### src/rtl/cgr_pkg.sv
package cgr_pkg;

    typedef enum logic [1:0] {
        CS_75 = 2'd0,
        CS_79 = 2'd1,
        CS_83 = 2'd2,
        CS_91 = 2'd3
    } cell_size_e;

    typedef enum logic [1:0] {
        ST_HOLD    = 2'd0,
        ST_GRANT   = 2'd1,
        ST_ARMED   = 2'd2,
        ST_CAPTURE = 2'd3
    } grant_state_e;

    function automatic int unsigned cell_octets(cell_size_e s);
        int unsigned n;
        unique case (s)
            CS_75: n = 75;
            CS_79: n = 79;
            CS_83: n = 83;
            CS_91: n = 91;
        endcase
        return n;
    endfunction

    function automatic int unsigned cell_words(cell_size_e s, int unsigned octets_per_word);
        return (cell_octets(s) + octets_per_word - 1) / octets_per_word;
    endfunction

endpackage

### src/rtl/cgr_cell_fifo.sv
module cgr_cell_fifo #(
    parameter int unsigned WORD_W = 40,
    parameter int unsigned DEPTH  = 32,
    localparam int unsigned PTR_W = (DEPTH > 1) ? $clog2(DEPTH) : 1,
    localparam int unsigned LVL_W = $clog2(DEPTH + 1)
) (
    input  logic              clk,
    input  logic              rst,
    input  logic              wr_en,
    input  logic [WORD_W-1:0] wr_data,
    input  logic              rd_en,
    output logic [WORD_W-1:0] rd_data,
    output logic              rd_avail,
    output logic [LVL_W-1:0]  level
);

    logic [WORD_W-1:0] mem [DEPTH];
    logic [PTR_W-1:0]  wptr;
    logic [PTR_W-1:0]  rptr;
    logic [LVL_W-1:0]  count;
    logic              pop;
    logic              full;

    assign rd_avail = (count != '0);
    assign full     = (count == LVL_W'(DEPTH));
    assign pop      = rd_en && rd_avail;
    assign rd_data  = mem[rptr];
    assign level    = count;

    function automatic logic [PTR_W-1:0] ptr_inc(logic [PTR_W-1:0] p);
        return (p == PTR_W'(DEPTH - 1)) ? '0 : p + 1'b1;
    endfunction

    always_ff @(posedge clk) begin
        if (wr_en) begin
            mem[wptr] <= wr_data;
        end
    end

    always_ff @(posedge clk) begin
        if (rst) begin
            wptr  <= '0;
            rptr  <= '0;
            count <= '0;
        end else begin
            if (wr_en) begin
                wptr <= ptr_inc(wptr);
            end
            if (pop) begin
                rptr <= ptr_inc(rptr);
            end
            unique case ({wr_en, pop})
                2'b10:   count <= count + 1'b1;
                2'b01:   count <= count - 1'b1;
                default: count <= count;
            endcase
        end
    end


    no_overflow_chk: assert property (@(posedge clk) disable iff (rst)
        wr_en |-> !full);


    level_hold_chk: assert property (@(posedge clk) disable iff (rst)
        (!wr_en && !pop) |=> $stable(count));


    empty_pop_chk: assert property (@(posedge clk) disable iff (rst)
        (rd_en && !rd_avail && !wr_en) |=> (count == '0));

endmodule

### src/rtl/cgr_beat_counter.sv
module cgr_beat_counter
    import cgr_pkg::*;
#(
    parameter int unsigned OCTETS_PER_WORD = 5,
    localparam int unsigned MAX_WORDS = cell_words(CS_91, OCTETS_PER_WORD),
    localparam int unsigned CNT_W = $clog2(MAX_WORDS + 1)
) (
    input  logic       clk,
    input  logic       rst,
    input  logic       load,
    input  cell_size_e size_in,
    input  logic       start,
    input  logic       step,
    output cell_size_e size_q,
    output logic       rem_last
);

    logic [CNT_W-1:0] rem;
    logic [CNT_W-1:0] words_latched;

    assign words_latched = CNT_W'(cell_words(size_q, OCTETS_PER_WORD));
    assign rem_last      = (rem == CNT_W'(1));

    always_ff @(posedge clk) begin
        if (rst) begin
            size_q <= CS_75;
        end else if (load) begin
            size_q <= size_in;
        end
    end

    always_ff @(posedge clk) begin
        if (rst) begin
            rem <= '0;
        end else if (start) begin
            rem <= words_latched - 1'b1;
        end else if (step && rem != '0) begin
            rem <= rem - 1'b1;
        end
    end


    rem_nonzero_chk: assert property (@(posedge clk) disable iff (rst)
        step |-> (rem != '0));


    size_frozen_chk: assert property (@(posedge clk) disable iff (rst)
        (start || step) |=> $stable(size_q));

endmodule

### src/rtl/cgr_grant_fsm.sv
module cgr_grant_fsm
    import cgr_pkg::*;
#(
    parameter int unsigned CADENCE = 4,
    localparam int unsigned HOLD_CYCLES = CADENCE - 2,
    localparam int unsigned HC_W = (HOLD_CYCLES > 1) ? $clog2(HOLD_CYCLES) : 1
) (
    input  logic clk,
    input  logic rst,
    input  logic cell_valid,
    input  logic room_ok,
    input  logic rem_last,
    output logic grant,
    output logic offer_load,
    output logic cap_start,
    output logic cap_step,
    output logic wr_en,
    output logic proto_err
);

    grant_state_e state;
    grant_state_e state_nx;
    logic [HC_W-1:0] hold_cnt;
    logic            hold_done;
    logic            stray;

    assign hold_done = (hold_cnt == HC_W'(HOLD_CYCLES - 1));

    always_comb begin
        state_nx = state;
        unique case (state)
            ST_HOLD:    if (hold_done && room_ok) state_nx = ST_GRANT;
            ST_GRANT:   state_nx = ST_ARMED;
            ST_ARMED:   state_nx = cell_valid ? ST_CAPTURE : ST_HOLD;
            ST_CAPTURE: if (rem_last) state_nx = ST_HOLD;
        endcase
    end

    always_ff @(posedge clk) begin
        if (rst) begin
            state <= ST_HOLD;
        end else begin
            state <= state_nx;
        end
    end

    always_ff @(posedge clk) begin
        if (rst) begin
            hold_cnt <= '0;
        end else if (state != ST_HOLD || state_nx != ST_HOLD) begin
            hold_cnt <= '0;
        end else if (!hold_done) begin
            hold_cnt <= hold_cnt + 1'b1;
        end
    end

    always_comb begin
        grant      = 1'b0;
        offer_load = 1'b0;
        cap_start  = 1'b0;
        cap_step   = 1'b0;
        stray      = cell_valid;
        unique case (state)
            ST_HOLD:    offer_load = (state_nx == ST_GRANT);
            ST_GRANT:   grant = 1'b1;
            ST_ARMED: begin
                cap_start = cell_valid;
                stray     = 1'b0;
            end
            ST_CAPTURE: cap_step = 1'b1;
        endcase
        wr_en = cap_start || cap_step;
    end

    always_ff @(posedge clk) begin
        if (rst) begin
            proto_err <= 1'b0;
        end else if (stray) begin
            proto_err <= 1'b1;
        end
    end


    grant_pulse_chk: assert property (@(posedge clk) disable iff (rst)
        grant |=> !grant);


    err_sticky_chk: assert property (@(posedge clk) disable iff (rst)
        proto_err |=> proto_err);


    armed_follows_grant_chk: assert property (@(posedge clk) disable iff (rst)
        cap_start |-> $past(grant));

endmodule

### src/rtl/cgr_receiver.sv
module cgr_receiver
    import cgr_pkg::*;
#(
    parameter int unsigned WORD_W  = 40,
    parameter int unsigned DEPTH   = 32,
    parameter int unsigned CADENCE = 4,
    localparam int unsigned OCTETS_PER_WORD = WORD_W / 8,
    localparam int unsigned LVL_W = $clog2(DEPTH + 1)
) (
    input  logic              clk,
    input  logic              rst,
    input  logic [1:0]        size_sel,
    input  logic              cell_valid,
    input  logic [WORD_W-1:0] cell_data,
    output logic              grant,
    output logic              proto_err,
    input  logic              rd_en,
    output logic [WORD_W-1:0] rd_data,
    output logic              rd_avail,
    output logic [LVL_W-1:0]  fill_level
);

    cell_size_e       size_now;
    cell_size_e       size_q;
    logic [LVL_W-1:0] free_words;
    logic [LVL_W-1:0] need_now;
    logic [LVL_W-1:0] need_latched;
    logic             room_ok;
    logic             offer_load;
    logic             cap_start;
    logic             cap_step;
    logic             rem_last;
    logic             fifo_wr;

    assign size_now     = cell_size_e'(size_sel);
    assign free_words   = LVL_W'(DEPTH) - fill_level;
    assign need_now     = LVL_W'(cell_words(size_now, OCTETS_PER_WORD));
    assign need_latched = LVL_W'(cell_words(size_q, OCTETS_PER_WORD));
    assign room_ok      = (free_words >= need_now);

    cgr_grant_fsm #(.CADENCE(CADENCE)) u_fsm (
        .clk        (clk),
        .rst        (rst),
        .cell_valid (cell_valid),
        .room_ok    (room_ok),
        .rem_last   (rem_last),
        .grant      (grant),
        .offer_load (offer_load),
        .cap_start  (cap_start),
        .cap_step   (cap_step),
        .wr_en      (fifo_wr),
        .proto_err  (proto_err)
    );

    cgr_beat_counter #(.OCTETS_PER_WORD(OCTETS_PER_WORD)) u_cnt (
        .clk      (clk),
        .rst      (rst),
        .load     (offer_load),
        .size_in  (size_now),
        .start    (cap_start),
        .step     (cap_step),
        .size_q   (size_q),
        .rem_last (rem_last)
    );

    cgr_cell_fifo #(.WORD_W(WORD_W), .DEPTH(DEPTH)) u_fifo (
        .clk      (clk),
        .rst      (rst),
        .wr_en    (fifo_wr),
        .wr_data  (cell_data),
        .rd_en    (rd_en),
        .rd_data  (rd_data),
        .rd_avail (rd_avail),
        .level    (fill_level)
    );


    grant_room_chk: assert property (@(posedge clk) disable iff (rst)
        grant |-> (free_words >= need_latched));


    no_grant_in_capture_chk: assert property (@(posedge clk) disable iff (rst)
        fifo_wr |-> !grant);


    stray_no_write_chk: assert property (@(posedge clk) disable iff (rst)
        (cell_valid && !$past(grant)) |-> !fifo_wr);

endmodule

### config.mk
export PLATFORM = sky130hd
export DESIGN_NAME = cgr_receiver
export DESIGN_NICKNAME = d
export VERILOG_FILES = /design/src/rtl/cgr_pkg.sv /design/src/rtl/cgr_cell_fifo.sv /design/src/rtl/cgr_beat_counter.sv /design/src/rtl/cgr_grant_fsm.sv /design/src/rtl/cgr_receiver.sv
export SDC_FILE = /design/constraint.sdc
export NUM_CORES = 1
export LEC_CHECK = 0
export BUFFER_PORTS_ARGS = -buffer_cell sky130_fd_sc_hd__buf_2
export CAP_MARGIN = 10
export CORE_ASPECT_RATIO = 1.1
export CORE_MARGIN = 2
export CORE_UTILIZATION = 57
export CTS_BUF_LIST = sky130_fd_sc_hd__clkbuf_8
export CTS_CLUSTER_DIAMETER = 50
export CTS_CLUSTER_SIZE = 10
export DETAILED_ROUTE_END_ITERATION = 16
export PLACE_DENSITY = 0.76
export SYNTH_ARGS = -nofsm -noshare
export SYNTH_HDL_FRONTEND = slang
export SYNTH_SLANG_ARGS = --single-unit
### constraint.sdc
create_clock -name clk -period 3.75 [get_ports clk]
set_input_delay 0.1875 -clock clk [delete_from_list [all_inputs] [get_ports clk]]
set_output_delay 0.1875 -clock clk [all_outputs]
set_load 0.01 [all_outputs]
==> results.tsv <==
stage	metric	value	unit
power_and_ir_drop	worst vdd ir	0.445	mV
clock_network	cts bufs inserted	150	
sta	Worst Clk Skew	38.9	ps
drt	DR WL/cell	31.9	um
critical_path	R2R cell count	12	
layout	# fillers	5394	
critical_path	CP arrival	3380	ps
job	max cap viols	0	
floorplanning	die height	316	um
yosys	count of cell types in the netlist	43	
drt	DR iter-0 viols	3001	
sta	worst hold slack	377	ps
critical_path	worst-path fanout max	60	
floorplanning	die width	287	um
global_routing	GR Util met2	0.414	
critical_path	critical path type	register to primary output	
sta	Fmax	280	MHz
yosys	top cell type's share of synthesized area	0.763	
critical_path	flop2flop setup slack	220	ps
layout	area growth from synthesis to layout	11.2	%
place	port buffer count	94	
sta	Final Max Tran Viols	0	
yosys	number of synthesized flops with an enable pin	1280	
yosys	synthesized area	50300	um2
hold_path	Hold Startpoint	rst	
clock_network	Worst-path clk slew	70	ps
yosys	ys flop type	edfxtp_1	
sta	worst slew margin relative to its limit	0.286	
sta	Tcrit/Tclk final	0.952	
critical_path	Setup crit end kind	primary output	
hold_path	hold path depth	3	
yosys	Post-Synthesis Cells	2077	
drt	final wirelength	113	mm
clock_network	clock root buffer	clkbuf_8	
yosys	#FFs+latches synth	1312	
sta	Fin. Hold Viols	0	
clock_network	clk_lat worst skew	830	ps
run_status	status	completed	
drt	routed vias/inst	6.70	
yosys	Mapped Avg Cell Area	24.2	um2
sta	setup tns final	0	ps
floorplanning	Die ar.	90700	um2
layout	commonest non-fill, non-tap cell in the layout	edfxtp_1	
sta	worst-margin pin slew	1070	ps
global_routing	Most Used Layer, Global Route	met2	
drt	first drt pass iteration count	5	
place	Detailed Place HPWL	57.8	mm
yosys	Synth area leaders	edfxtp_1 76%, mux4_2 18%, dfxtp_1 1.3%	
yosys	Synth area leader	edfxtp_1	
global_routing	vias in the first global route	24553	
yosys	Seq/Total Area, Yosys	0.776	
layout	share of layout cells above drive strength 1	0.348	
drt	DRC viols	0	
global_routing	met1 GRT Util	0.351	
critical_path	r2r startpoint	u_fifo.level[0]$_SDFFE_PP0P_	
global_routing	grt met3 use	0.0543	
global_routing	gr usage total	0.255	
layout	NumNets Final	2425	
yosys	Syn. warnings	0	
clock_network	CTS H-tree depth	4	
drt	vias	23770	
clock_network	CTS tree	done	
floorplanning	Site Rows	114	
clock_network	CTS sink count	1312	
global_routing	first-pass GRT wire length	162	mm
critical_path	Worst EP required	3560	ps
power_and_ir_drop	Pleak	16.9	nW
hold_path	worst hold endpoint	u_cnt.rem[4]$_SDFFE_PP0P_	
floorplanning	core box area	87700	um2
yosys	asr flop ratio synth	0	
clock_network	clock tree buffer depth	3	
yosys	Synth Net Count	2147	
critical_path	Worst Setup Start Kind	register	
sta	post-layout min period	3570	ps
global_routing	GRT overflow	0	
sta	Final Setup Violations	0	
layout	commonest non-fill, non-tap cells in the layout	1,280 x edfxtp_1, 400 x mux4_2, 157 x clkbuf_8	
sta	RSZ-0062 raised after global routing	no	
place	RD Place Congestion	0.804	
floorplanning	Initial Utilization	0.574	
global_routing	largest net degree at the start of global routing	69	
global_routing	initial antenna violation count	4	
critical_path	R2R Path End	u_fifo.level[5]$_SDFFE_PP0P_	
power_and_ir_drop	pwr dens	527	nW/um2
drt	number of routed nets with antenna violations	0	
hold_path	Hold/Removal Path Class	input pin to register	
floorplanning	# IOs	95	
-- final cells by class --
class / count / area (um2) / share of cell area
clock buffers: 157 / 2160 / 0.0386
repair buffers: 229 / 2030 / 0.0363
flip-flops and latches: 1312 / 39100 / 0.698
multi-input cells: 647 / 11000 / 0.197
well taps: 1160 / 1450 / 0.0259
inverters: 15 / 56.3 / 0.00101
clock inverters: 26 / 186 / 0.00333
diodes: 2 / 5.00 / 0.0000894
-- kinds of logic (layout without fill, tap and decap cells) --
family / Yosys count / count (layout) / synth area share
buffers and inverters: 118 / 427 / 0.0101
muxes: 442 / 442 / 0.188
AOI/OAI and AO/OA: 53 / 53 / 0.00626
adders and majority gates: 24 / 24 / 0.00611
xor gates and xnor gates: 6 / 6 / 0.00104
other: 0 / 2 / 0
DFF: 1312 / 1312 / 0.776
and+or+nand+nor: 122 / 122 / 0.0120
-- cell usage after synthesis, types with 2 or more instances --
| library cell | instances |
|---|---|
| o21a_1 | 2 |
| a21oi_1 | 23 |
| and3_1 | 2 |
| buf_1 | 7 |
| mux4_2 | 400 |
| nand3_1 | 4 |
| or4b_2 | 2 |
| xor2_1 | 3 |
| mux2_2 | 40 |
| or3b_2 | 4 |
| a311oi_1 | 2 |
| dfxtp_1 | 32 |
| nor2b_1 | 4 |
| or3_1 | 3 |
| xnor2_1 | 3 |
| nor3b_1 | 4 |
| ha_1 | 23 |
| and2_1 | 2 |
| or4_1 | 3 |
| nand3b_1 | 4 |
| o21ai_0 | 13 |
| a31oi_1 | 3 |
| buf_2 | 33 |
| o211ai_1 | 2 |
| nor3_1 | 7 |
| edfxtp_1 | 1280 |
| nor2_1 | 51 |
| a311o_1 | 2 |
| nor4b_1 | 3 |
| inv_1 | 15 |
| buf_6 | 3 |
| clkbuf_1 | 60 |
| nand2_1 | 22 |
| mux2i_1 | 2 |
| nand2b_1 | 6 |
-- worst max-delay path by stage --
| stage | cells after the start | from | end |
|---|---|---|---|
| final | 6 | register | rd_data[23] |
| after global routing | 12 | u_fifo.level[0]$_SDFFE_PP0P_ | u_fifo.level[5]$_SDFFE_PP0P_ |
| after CTS | 6 | register | rd_data[25] |
| after detailed placement | 12 | u_fifo.level[0]$_SDFFE_PP0P_ | u_fifo.level[5]$_SDFFE_PP0P_ |
| after global placement | 12 | u_fifo.level[0]$_SDFFE_PP0P_ | u_fifo.level[5]$_SDFFE_PP0P_ |
| after floorplan | 12 | u_fifo.level[0]$_SDFFE_PP0P_ | u_fifo.level[5]$_SDFFE_PP0P_ |
-- power breakdown --
part           switching, mW  internal [mW]  total [mW]
Combinational           2.16           2.55        4.71
Clock                   4.57           3.90        8.47
Sequential             0.107           16.2        16.3
Total                   6.84           22.7        29.5
-- sequential cells by signal, indices dropped and copies added, names as in the netlist, named ones only --
register	cells
u_fifo.wptr	5
u_fsm.proto_err	1
u_fifo.level	6
u_fifo.rptr	5
u_fsm.state	2
u_cnt.size_q	2
u_fifo.mem	1280
u_cnt.rem	5
u_fsm.hold_cnt	1
-- timing repair --
item / in CTS / in global routing
buffers inserted: 3 / 0
endpoints found under the hold margin: 1312 / 0
resized for setup: 3 / 1
gates cloned: 1 / 0
hold buffers: 51 / 0
setup endpoints to repair: 9 / 1
-- routing by layer --
| layer | up-vias | wire length (um) |
|---|---|---|
| met5 | - | 27 |
| met4 | 4 | 3040 |
| met3 | 208 | 11000 |
| met2 | 1470 | 57400 |
| met1 | 12680 | 41500 |
| li1 | 9408 | - |
-- through the flow --
stage                     instance area (um2)  power (mW)  cells  worst slack [ps]   util
after floorplan                         50300        20.0   2077              84.5      -
after global placement                  53000        21.1   3308               270  0.605
after detailed placement                53000        21.2   3308               196  0.605
after CTS                               56000        29.7   3546              97.7  0.638
after global routing                    56000        30.5   3547              34.2  0.638
final                                   56000        29.5   3548               180  0.638
-- worst max-delay path, stage by stage (launching register included) --
cell	delay (ps)
dfxtp_4	390
buf_12	160
buf_12	400
mux4_2	580
mux4_2	510
mux2_2	290
buf_2	150
Note: power is estimated with default switching activity, not from simulation.
